<file path="config.mk">
export PLATFORM = sky130hd
export DESIGN_NAME = dma_reg_unit
export DESIGN_NICKNAME = d
export VERILOG_FILES = /design/src/rtl/dma_regs_pkg.sv /design/src/rtl/dma_port_decode.sv /design/src/rtl/dma_ctrl_regs.sv /design/src/rtl/dma_reg_unit.sv
export SDC_FILE = /design/constraint.sdc
export NUM_CORES = 1
export LEC_CHECK = 0
export BUFFER_PORTS_ARGS = -buffer_cell sky130_fd_sc_hd__buf_2
export CAP_MARGIN = 0
export CORE_AREA = 3 3 225 227
export DETAILED_ROUTE_END_ITERATION = 10
export DIE_AREA = 0 0 228 230
export PLACE_DENSITY = 0.66
export SKIP_LAST_GASP = 1
export SLEW_MARGIN = 20
export SYNTH_ARGS = -nofsm -noshare
export SYNTH_HDL_FRONTEND = slang
export SYNTH_SLANG_ARGS = --single-unit
</file>
<file path="constraint.sdc">
create_clock -name clk -period 5.15 [get_ports clk]
set_input_delay 1.2875 -clock clk [delete_from_list [all_inputs] [get_ports clk]]
set_output_delay 1.2875 -clock clk [all_outputs]
set_load 0.05 [all_outputs]
</file>
<file path="src/rtl/dma_regs_pkg.sv">
package dma_regs_pkg;
    localparam int DW      = 8;
    localparam int IDXW    = 4;
    localparam int NCTRL   = 2;
    localparam int CH_PER  = 4;

    localparam logic [IDXW-1:0] IDX_CMD    = 4'd8;
    localparam logic [IDXW-1:0] IDX_REQ    = 4'd9;
    localparam logic [IDXW-1:0] IDX_SMASK  = 4'd10;
    localparam logic [IDXW-1:0] IDX_CLRBP  = 4'd12;
    localparam logic [IDXW-1:0] IDX_MCLR   = 4'd13;
    localparam logic [IDXW-1:0] IDX_CLRMSK = 4'd14;
    localparam logic [IDXW-1:0] IDX_AMASK  = 4'd15;
endpackage

</file>
<file path="src/rtl/dma_port_decode.sv">
module dma_port_decode
    import dma_regs_pkg::*;
#(
    parameter logic [7:0] LO_BASE = 8'h00,
    parameter logic [7:0] HI_BASE = 8'hC0
) (
    input  logic [7:0]       addr,
    output logic [NCTRL-1:0] hit,
    output logic [IDXW-1:0]  idx
);
    always_comb begin
        hit = '0;
        idx = '0;
        if (addr[7:4] == LO_BASE[7:4]) begin
            hit[0] = 1'b1;
            idx    = addr[3:0];
        end else if (addr[7:5] == HI_BASE[7:5] && !addr[0]) begin
            hit[1] = 1'b1;
            idx    = addr[4:1];
        end
    end
endmodule

</file>
<file path="src/rtl/dma_ctrl_regs.sv">
module dma_ctrl_regs
    import dma_regs_pkg::*;
#(
    parameter int CH = CH_PER,
    parameter int AW = 2 * DW
) (
    input  logic              clk,
    input  logic              rst_n,
    input  logic              wr,
    input  logic              rd,
    input  logic [IDXW-1:0]   idx,
    input  logic [DW-1:0]     wdata,
    output logic [DW-1:0]     rdata,
    output logic [DW-1:0]     cmd_o,
    output logic [CH-1:0]     req_o,
    output logic [CH-1:0]     mask_o,
    output logic [CH*AW-1:0]  base_addr_o,
    output logic [CH*AW-1:0]  cur_addr_o,
    output logic [CH*AW-1:0]  base_cnt_o,
    output logic [CH*AW-1:0]  cur_cnt_o
);
    localparam int CHW = $clog2(CH);

    typedef struct packed {
        logic                 bptr;
        logic [DW-1:0]        cmd;
        logic [CH-1:0]        req;
        logic [CH-1:0]        mask;
        logic [CH-1:0][AW-1:0] base_addr;
        logic [CH-1:0][AW-1:0] cur_addr;
        logic [CH-1:0][AW-1:0] base_cnt;
        logic [CH-1:0][AW-1:0] cur_cnt;
    } ctrl_state_t;

    ctrl_state_t s_d, s_q;

    logic           word_acc_d;
    logic [CHW-1:0] ch_sel_d;
    logic           is_cnt_d;
    logic [AW-1:0]  word_rd_d;
    logic [AW-1:0]  word_wr_d;

    always_comb begin
        s_d        = s_q;
        rdata      = '1;
        word_acc_d = (idx < IDXW'(2 * CH));
        ch_sel_d   = idx[CHW:1];
        is_cnt_d   = idx[0];
        word_rd_d  = is_cnt_d ? s_q.cur_cnt[ch_sel_d] : s_q.cur_addr[ch_sel_d];
        word_wr_d  = s_q.bptr ? {wdata, word_rd_d[DW-1:0]} : {word_rd_d[AW-1:DW], wdata};

        if (rd) begin
            if (word_acc_d) begin
                rdata = s_q.bptr ? word_rd_d[AW-1:DW] : word_rd_d[DW-1:0];
            end else if (idx == IDX_CMD) begin
                rdata = {s_q.req, {(DW-CH){1'b0}}};
            end else if (idx == IDX_AMASK) begin
                rdata = {{(DW-CH){1'b1}}, s_q.mask};
            end
        end

        if (wr) begin
            if (word_acc_d) begin
                if (is_cnt_d) begin
                    s_d.base_cnt[ch_sel_d] = word_wr_d;
                    s_d.cur_cnt[ch_sel_d]  = word_wr_d;
                end else begin
                    s_d.base_addr[ch_sel_d] = word_wr_d;
                    s_d.cur_addr[ch_sel_d]  = word_wr_d;
                end
            end else begin
                case (idx)
                    IDX_CMD:    s_d.cmd = wdata;
                    IDX_REQ:    s_d.req[wdata[CHW-1:0]]  = wdata[2];
                    IDX_SMASK:  s_d.mask[wdata[CHW-1:0]] = wdata[2];
                    IDX_AMASK:  s_d.mask = wdata[CH-1:0];
                    IDX_CLRBP:  s_d.bptr = 1'b0;
                    IDX_CLRMSK: s_d.mask = '0;
                    IDX_MCLR: begin
                        s_d.cmd  = '0;
                        s_d.req  = '0;
                        s_d.bptr = 1'b0;
                        s_d.mask = '1;
                    end
                    default: ;
                endcase
            end
        end

        if ((rd || wr) && word_acc_d) begin
            s_d.bptr = ~s_q.bptr;
        end
    end

    always_ff @(posedge clk) begin
        if (!rst_n) begin
            s_q      <= '0;
            s_q.mask <= '1;
        end else begin
            s_q <= s_d;
        end
    end

    assign cmd_o       = s_q.cmd;
    assign req_o       = s_q.req;
    assign mask_o      = s_q.mask;
    assign base_addr_o = s_q.base_addr;
    assign cur_addr_o  = s_q.cur_addr;
    assign base_cnt_o  = s_q.base_cnt;
    assign cur_cnt_o   = s_q.cur_cnt;

    assert_bptr_toggle_R2: assert property (@(posedge clk) disable iff (!rst_n)
        ((rd ^ wr) && idx < IDXW'(2 * CH)) |=> (s_q.bptr != $past(s_q.bptr)));

    assert_clr_bptr_R4: assert property (@(posedge clk) disable iff (!rst_n)
        (wr && idx == IDX_CLRBP) |=> !s_q.bptr);

    assert_master_clear_R5: assert property (@(posedge clk) disable iff (!rst_n)
        (wr && idx == IDX_MCLR) |=> (&s_q.mask && s_q.cmd == '0 && s_q.req == '0
                                     && !s_q.bptr && $stable(s_q.base_addr)));

    assert_clear_mask_R6: assert property (@(posedge clk) disable iff (!rst_n)
        (wr && idx == IDX_CLRMSK) |=> (s_q.mask == '0 && $stable(s_q.cmd)
                                       && $stable(s_q.req) && $stable(s_q.bptr)));

    assert_cmd_port_read_R7: assert property (@(posedge clk) disable iff (!rst_n)
        (rd && !wr && idx >= IDX_CLRBP - 4'd1 && idx <= IDX_CLRMSK) |=> $stable(s_q));
endmodule

</file>
<file path="src/rtl/dma_reg_unit.sv">
module dma_reg_unit
    import dma_regs_pkg::*;
#(
    parameter logic [7:0] LO_BASE = 8'h00,
    parameter logic [7:0] HI_BASE = 8'hC0,
    parameter int         AW      = 2 * DW
) (
    input  logic                        clk,
    input  logic                        rst_n,
    input  logic [7:0]                  io_addr,
    input  logic                        io_wr,
    input  logic                        io_rd,
    input  logic [DW-1:0]               io_wdata,
    output logic [DW-1:0]               io_rdata,
    output logic [NCTRL*DW-1:0]         cmd_o,
    output logic [NCTRL*CH_PER-1:0]     mask_o,
    output logic [NCTRL*CH_PER-1:0]     req_o,
    output logic [NCTRL*CH_PER*AW-1:0]  base_addr_o,
    output logic [NCTRL*CH_PER*AW-1:0]  cur_addr_o,
    output logic [NCTRL*CH_PER*AW-1:0]  base_cnt_o,
    output logic [NCTRL*CH_PER*AW-1:0]  cur_cnt_o
);
    localparam int SLICE = CH_PER * AW;

    logic [NCTRL-1:0]         hit;
    logic [IDXW-1:0]          idx;
    logic [NCTRL-1:0][DW-1:0] rd_bus;

    dma_port_decode #(.LO_BASE(LO_BASE), .HI_BASE(HI_BASE)) u_dec (
        .addr (io_addr),
        .hit  (hit),
        .idx  (idx)
    );

    for (genvar g = 0; g < NCTRL; g++) begin : g_ctrl
        dma_ctrl_regs #(.CH(CH_PER), .AW(AW)) u_ctrl (
            .clk         (clk),
            .rst_n       (rst_n),
            .wr          (io_wr && hit[g]),
            .rd          (io_rd && hit[g]),
            .idx         (idx),
            .wdata       (io_wdata),
            .rdata       (rd_bus[g]),
            .cmd_o       (cmd_o[g*DW +: DW]),
            .req_o       (req_o[g*CH_PER +: CH_PER]),
            .mask_o      (mask_o[g*CH_PER +: CH_PER]),
            .base_addr_o (base_addr_o[g*SLICE +: SLICE]),
            .cur_addr_o  (cur_addr_o[g*SLICE +: SLICE]),
            .base_cnt_o  (base_cnt_o[g*SLICE +: SLICE]),
            .cur_cnt_o   (cur_cnt_o[g*SLICE +: SLICE])
        );
    end

    always_comb begin
        io_rdata = '1;
        for (int k = 0; k < NCTRL; k++) begin
            if (hit[k]) io_rdata = rd_bus[k];
        end
    end

    assert_ctrl_isolation_R8: assert property (@(posedge clk) disable iff (!rst_n)
        (io_wr && hit[0]) |=> ($stable(cmd_o[2*DW-1:DW]) && $stable(mask_o[2*CH_PER-1:CH_PER])
                               && $stable(req_o[2*CH_PER-1:CH_PER])));
endmodule

</file>
* After elaboration in Yosys (flattened, before gate mapping)
Cells that the tools add are included.
Storage, ports and cells: register bits 546, logic and storage cells 155
Cells by class: $lt $le $gt $ge 5, equality and inequality tests 10, mux-type cells 63, bitwise logic cells 4, reduce and logical (&&, ||, !) cells 33
Operator list (number):
- $mux W273 | 2
- $bwmux W64 | 8
- $mux W128 | 4
- $mux W256 | 2
- $mux W16 | 9
- $bmux W16 S2 | 4
- $mux W8 | 10
- $reduce_and A3 Y1 | 12
- $mux W17 | 2
- $demux W16 S2 | 1
- $pmux W4 S4 | 2
- $eq A4 B4 Y1 const B | 7
- $bwmux W4 | 4
- $mux W4 | 4
- $pmux W4 S2 | 2
- $pmux W8 S2 | 1
- $reduce_bool A2 Y1 | 6
- $logic_and A1 B1 Y1 | 9
- $mux W1 | 7
- $lt A2 B3 Y1 const B | 2
- $ge A2 B1 Y1 const B | 2
- $logic_not A4 Y1 | 1
- $lt A4 B4 Y1 const B | 1
- $not A1 Y1 | 4
- other kinds (8) | 9

* Depth between registers and ports, before layout
depth after elaboration 13, mapped depth 12, depth with buffers taken out 7

* Modules after synthesis
A second synthesis with hierarchy kept.
Second synthesis, totals: cells, all modules 2094, area total of the unflattened synthesis 18032.3 sq um
Modules (own cells, without submodules):
- dma_ctrl_regs (g_ctrl[1].u_ctrl) | instances 1, cells each 1031, area each 8947.3 sq um, seq. area each 2902.8 sq um
- dma_ctrl_regs (g_ctrl[0].u_ctrl) | instances 1, cells each 1033, area each 8824.7 sq um, seq. area each 2902.8 sq um
- dma_reg_unit | instances 1, cells each 24, area each 191.4 sq um, seq. area each 0.0 sq um
- dma_port_decode | instances 1, cells each 6, area each 68.8 sq um, seq. area each 0.0 sq um

* Worst setup path before layout
No wires, ideal clock.
kind in2out, from input io_addr[7], to output io_rdata[2], arrival time 4.470 ns, data required time 3.863 ns, slack -0.607 ns, stages 11, buffers on the path 4, cell sequence buf_2 -> or4b_4 -> buf_6 -> a21oi_4 -> buf_6 -> nor2_4 -> buf_6 -> a32oi_1 -> nand3_1 -> o2111a_1 -> a311oi_1
On the way: longest elaborated chain between the ends 12
RTL lines:
- start: declaration | RTL line dma_reg_unit.sv:10 | input logic [7:0] io_addr,
- $eq A3 B3 Y1 | RTL line dma_port_decode.sv:17 | end else if (addr[7:5] == HI_BASE[7:5] && !addr[0]) begin
- $logic_and A1 B1 Y1 | RTL line dma_port_decode.sv:17
- $mux W4 | RTL line dma_port_decode.sv:17
- $mux W4 | RTL line dma_port_decode.sv:14 | if (addr[7:4] == LO_BASE[7:4]) begin
- $bmux W16 S2 | RTL line dma_ctrl_regs.sv:49 | word_rd_d = is_cnt_d ? s_q.cur_cnt[ch_sel_d] : s_q.cur_addr[ch_sel_d];
- $mux W16 (not written as such) | RTL line dma_ctrl_regs.sv:49
- $mux W16 | RTL line dma_ctrl_regs.sv:49
- $mux W8 | RTL line dma_ctrl_regs.sv:54 | rdata = s_q.bptr ? word_rd_d[AW-1:DW] : word_rd_d[DW-1:0];
- $mux W8 | RTL line dma_ctrl_regs.sv:53 | if (word_acc_d) begin
- $mux W8 | RTL line dma_ctrl_regs.sv:52 | if (rd) begin
- $mux W8 | RTL line dma_reg_unit.sv:57 | if (hit[k]) io_rdata = rd_bus[k];
- $mux W8 * | RTL line dma_reg_unit.sv:57
- end: declaration | RTL line dma_reg_unit.sv:14 | output logic [DW-1:0] io_rdata,
Mark *: on every way between the ends. The rest lies on a longest branch, timed or not. The select of a mux whose other input is x is not followed.

* Final worst setup path
from input io_addr[4], to output io_rdata[4]
On the way: longest elaborated chain between the ends 10
RTL lines (RTL line):
- $logic_not A4 Y1 | dma_port_decode.sv:14
- $mux W4 | dma_port_decode.sv:14
- $bmux W16 S2 | dma_ctrl_regs.sv:49
- $mux W16 (not written as such) | dma_ctrl_regs.sv:49
- $mux W16 | dma_ctrl_regs.sv:49
- $mux W8 | dma_ctrl_regs.sv:54
- $mux W8 | dma_ctrl_regs.sv:53
- $mux W8 | dma_ctrl_regs.sv:52
- $mux W8 | dma_reg_unit.sv:57
- $mux W8 * | dma_reg_unit.sv:57
Marks and branches as above.

==> flow_metrics.tcl <==
set metrics [dict create \
    critical_path.startpoint_type "input port" \
    comb_power_share 0.074 \
    synthesis.yosys.warnings 0 \
    drive_gt1_frac 0.3958 \
    critical_path_class "input port to primary output" \
    global_route.usage.total 0.2276 \
    cp_data_required_time_ns 3.86 \
    fin_setup_tns_ns 0 \
    cp_slowest_stage_delay_ns 0.59 \
    post_synth_instance_area_um2 17210 \
    first_global_vias 13490 \
    fp-row-count 81 \
    yosysUniqueCellTypes 65 \
    cts_root_buf "clkbuf_16" \
    final_antenna_net_count 0 \
    vias_per_cell 5.335 \
    syn-instance-count 2040 \
    path_cells "buf_4 > or4b_4 > a21o_2 > nor2_2 > buf_4 > a32o_1 > o21ai_0 > a21oi_2 > nor2_1 > buf_6" \
    drcViolationCount 0 \
    cts.sink_count 290 \
    run_status "completed" \
    net_count_of_the_mapped_netlist 2060 \
    antenna_found_initial 4 \
    power.switching_fraction 0.2552 \
    port_buffers 571 \
    finalHoldViolCount 0 \
    vias 14850 \
    fin_crit_ns 5.110 \
    crit_path_top_delay_cell "or4b_4" \
    hpwl_um 48220 \
    worstHoldStart "g_ctrl[0].u_ctrl.cmd_o[5]" \
    power_per_cell_area_nw_per_um2 281.2 \
    totalWireLength_um 63790 \
    synthToLayoutAreaGrowth_pct 8.963 \
    chipWidth_um 228 \
    grt_pass1_wl_um 91670 \
    p_leak_uw 0.008472 \
    synth_area_per_cell_um2 8.438 \
    min_delay_worst_endpoint "g_ctrl[0].u_ctrl.cmd_o[5]" \
    cts_tree "yes" \
    overflow 0 \
    power.ir.vdd_worst_uv 245.9 \
    ys_seq_area_frac 0.3373 \
    finalClockSkew_ns 0.02184 \
    power.clock.fraction 0.498 \
    cell_internal_pwr_uw 3927 \
    path_max_fanout 7 \
    layout.nets 2114 \
    place_inst 2702 \
    detailedRoute.firstIterationViolations 1376 \
    floorplan.initialDensity 0.3524 \
    hp-class "flop to flop" \
    slew_headroom 0.3106 \
    clock_tree.htree_level_count 2 \
    final_max_slew_viol_count 0 \
    cts.reportedPaths.clkPinSlew_ns 0.05 \
    cpMostUsedCell "buf_4" \
    hold_depth 2 \
    worst-slew-pin-transition_ns 1.030 \
    synth_enable_flop_cells 0 \
    die_area_um2 52440 \
    setup-violations-final 0 \
    synth_seq_cells 290 \
    cp_data_arrival_time_ns 3.82 \
    grt_start_max_net_pins 136 \
    clock_insertion_delay_worst_skew_ns 0.55 \
    floorplan.core_area_um2 48850 \
    drt-wirelength-per-cell_um 22.91 \
    max_cap_viol_count 0 \
    die-height_um 230 \
    clock_path_buffers 3 \
    endpoint_kind "primary output" \
    tritoncts.num_buffers 37 \
    pwr-share-seq 0.428 \
    ys_dominant_reg_cell "dfxtp_1" \
    setup.reg_to_reg.worst_slack_ns 2.84 \
    top_level_ports 572 \
    clock.fmax_mhz 195.7 \
    worst-r2r-cell-count 4 \
    ys_async_sr_fraction 0 \
    final.period_utilization 0.9922 \
    final.fill_count 4905 \
    rr_startpoint "g_ctrl[1].u_ctrl.s_q[272]" \
    gpl.final_weighted_congestion 0.9223 \
    drt-pass1-iter-count 7 \
    layoutNonFillerInstCount 2784 \
    p_sw_uw 1346 \
]
## cell type report
class	count	area, um^2	area share
multi-input cells	1076	6955	0.3708
flip-flops and latches	290	5806	0.3095
diodes	3	7.507	0.0004003
clock buffers	45	1017	0.05424
clock inverters	17	198.9	0.01061
repair buffers	681	3910	0.2085
inverters	8	30.03	0.001601
well taps	664	830.8	0.04430
## worst max-delay path by stage
stage	to	start	depth (start not counted)	slack [ns]
2_1_floorplan	io_rdata[2]	io_addr[7]	11	-0.15
3_3_place_gp	io_rdata[3]	io_addr[4]	10	-0.14
3_5_place_dp	io_rdata[3]	io_addr[4]	10	-0.16
4_1_cts	io_rdata[3]	io_addr[4]	10	-0.03
5_1_grt	io_rdata[0]	io_addr[4]	11	-0.01
6_report	io_rdata[4]	io_addr[4]	10	0.04
## routing by layer
metal / track usage / share of wire / routed length [um]
met4: 0.07577 / 0.029 / 1843
met5: 0 / 0.00034 / 22
met3: 0.04918 / 0.082 / 5255
met1: 0.2850 / 0.40 / 25390
met2: 0.3890 / 0.49 / 31280
## power groups by stage
stage               registers, uW  logic, uW  clock network, uW
detailed placement           2310        361                  0
floorplan                    2300        243                  0
global placement             2310        357                  0
CTS                          2260        367               2680
finish                       2260        389               2630
global route                 2260        409               2750
## cells in the final DEF, fill, tap and decap left out, types with 6 or more instances in the layout
master	instances
buf_2	559
dfxtp_1	290
o21ai_0	255
a21oi_1	160
nand3_1	149
nand2_1	111
buf_4	98
mux2i_1	60
nor2_1	45
clkbuf_16	38
o31ai_1	24
mux4_2	21
o21ai_1	17
a21boi_0	17
nor2b_1	15
o211ai_1	15
nor3_1	14
buf_12	11
nand2b_1	10
buf_6	10
a32oi_1	9
a32oi_2	9
o21a_1	9
nor2_2	8
inv_1	7
a31oi_1	7
and2_1	6
nand4_1	6
mux2i_2	6
a211oi_2	6
## Yosys cell counts, drive strengths merged, types with 4 or more instances
master / n / area share
and2: 6 / 0.0022
inv: 7 / 0.0015
nor2b: 15 / 0.0055
nor3: 14 / 0.0041
a32oi: 18 / 0.0092
nand2: 115 / 0.026
nand2b: 10 / 0.0036
buf: 606 / 0.26
a22oi: 5 / 0.0022
a22o: 5 / 0.0025
a21boi: 20 / 0.0094
o21ai: 275 / 0.080
mux4: 23 / 0.031
nand3: 149 / 0.043
a2111oi: 5 / 0.0036
and3: 4 / 0.0015
o211ai: 15 / 0.0065
a221oi: 9 / 0.0074
mux2i: 67 / 0.039
dfxtp: 290 / 0.34
or3: 4 / 0.0017
o21a: 9 / 0.0039
nand4: 6 / 0.0022
nor2: 54 / 0.013
o31ai: 26 / 0.012
mux2: 4 / 0.0026
a31oi: 7 / 0.0025
a32o: 5 / 0.0029
a21o: 4 / 0.0017
clkbuf: 61 / 0.013
a21oi: 164 / 0.049
a211oi: 11 / 0.0054
## metrics by stage
step	power [uW]	utilization	setup slack (ns)	instance area, um^2	hold slack [ns]
2_1_floorplan	2545	-	-0.1465	17280	0.4566
4_1_cts	5302	0.3777	-0.02815	18450	0.4924
5_1_grt	5410	0.3838	-0.01030	18750	0.5170
6_report	5273	0.3839	0.04032	18760	0.4885
3_5_place_dp	2666	0.3508	-0.1628	17140	0.4820
3_3_place_gp	2662	0.3508	-0.1432	17140	0.4723
## critical path, delay by kind of cell
| kind | cells | cell delay (ns) |
|---|---|---|
| buffers and inverters | 3 | 0.50 |
| AOI/OAI and AO/OA | 4 | 0.87 |
| and+or+nand+nor | 3 | 1.15 |
## what timing repair did
| item | 4_1_cts | 5_1_grt |
|---|---|---|
| hold buffers | 0 | 0 |
| endpoints found under the setup margin | 8 | 8 |
| pin swaps | 2 | 17 |
| setup buffers | 4 | 12 |
| endpoints found under the hold margin | 0 | 0 |
| gates cloned | 0 | 1 |
| resized for setup | 23 | 51 |
## cell families after synthesis
family / Yosys count / share of synthesized area
buf+inv: 675 / 0.2750
compound gates: 594 / 0.2066
simple gates: 387 / 0.1082
mux: 94 / 0.07298
flops: 290 / 0.3373
No activity file was read; power rests on OpenSTA's default activity.
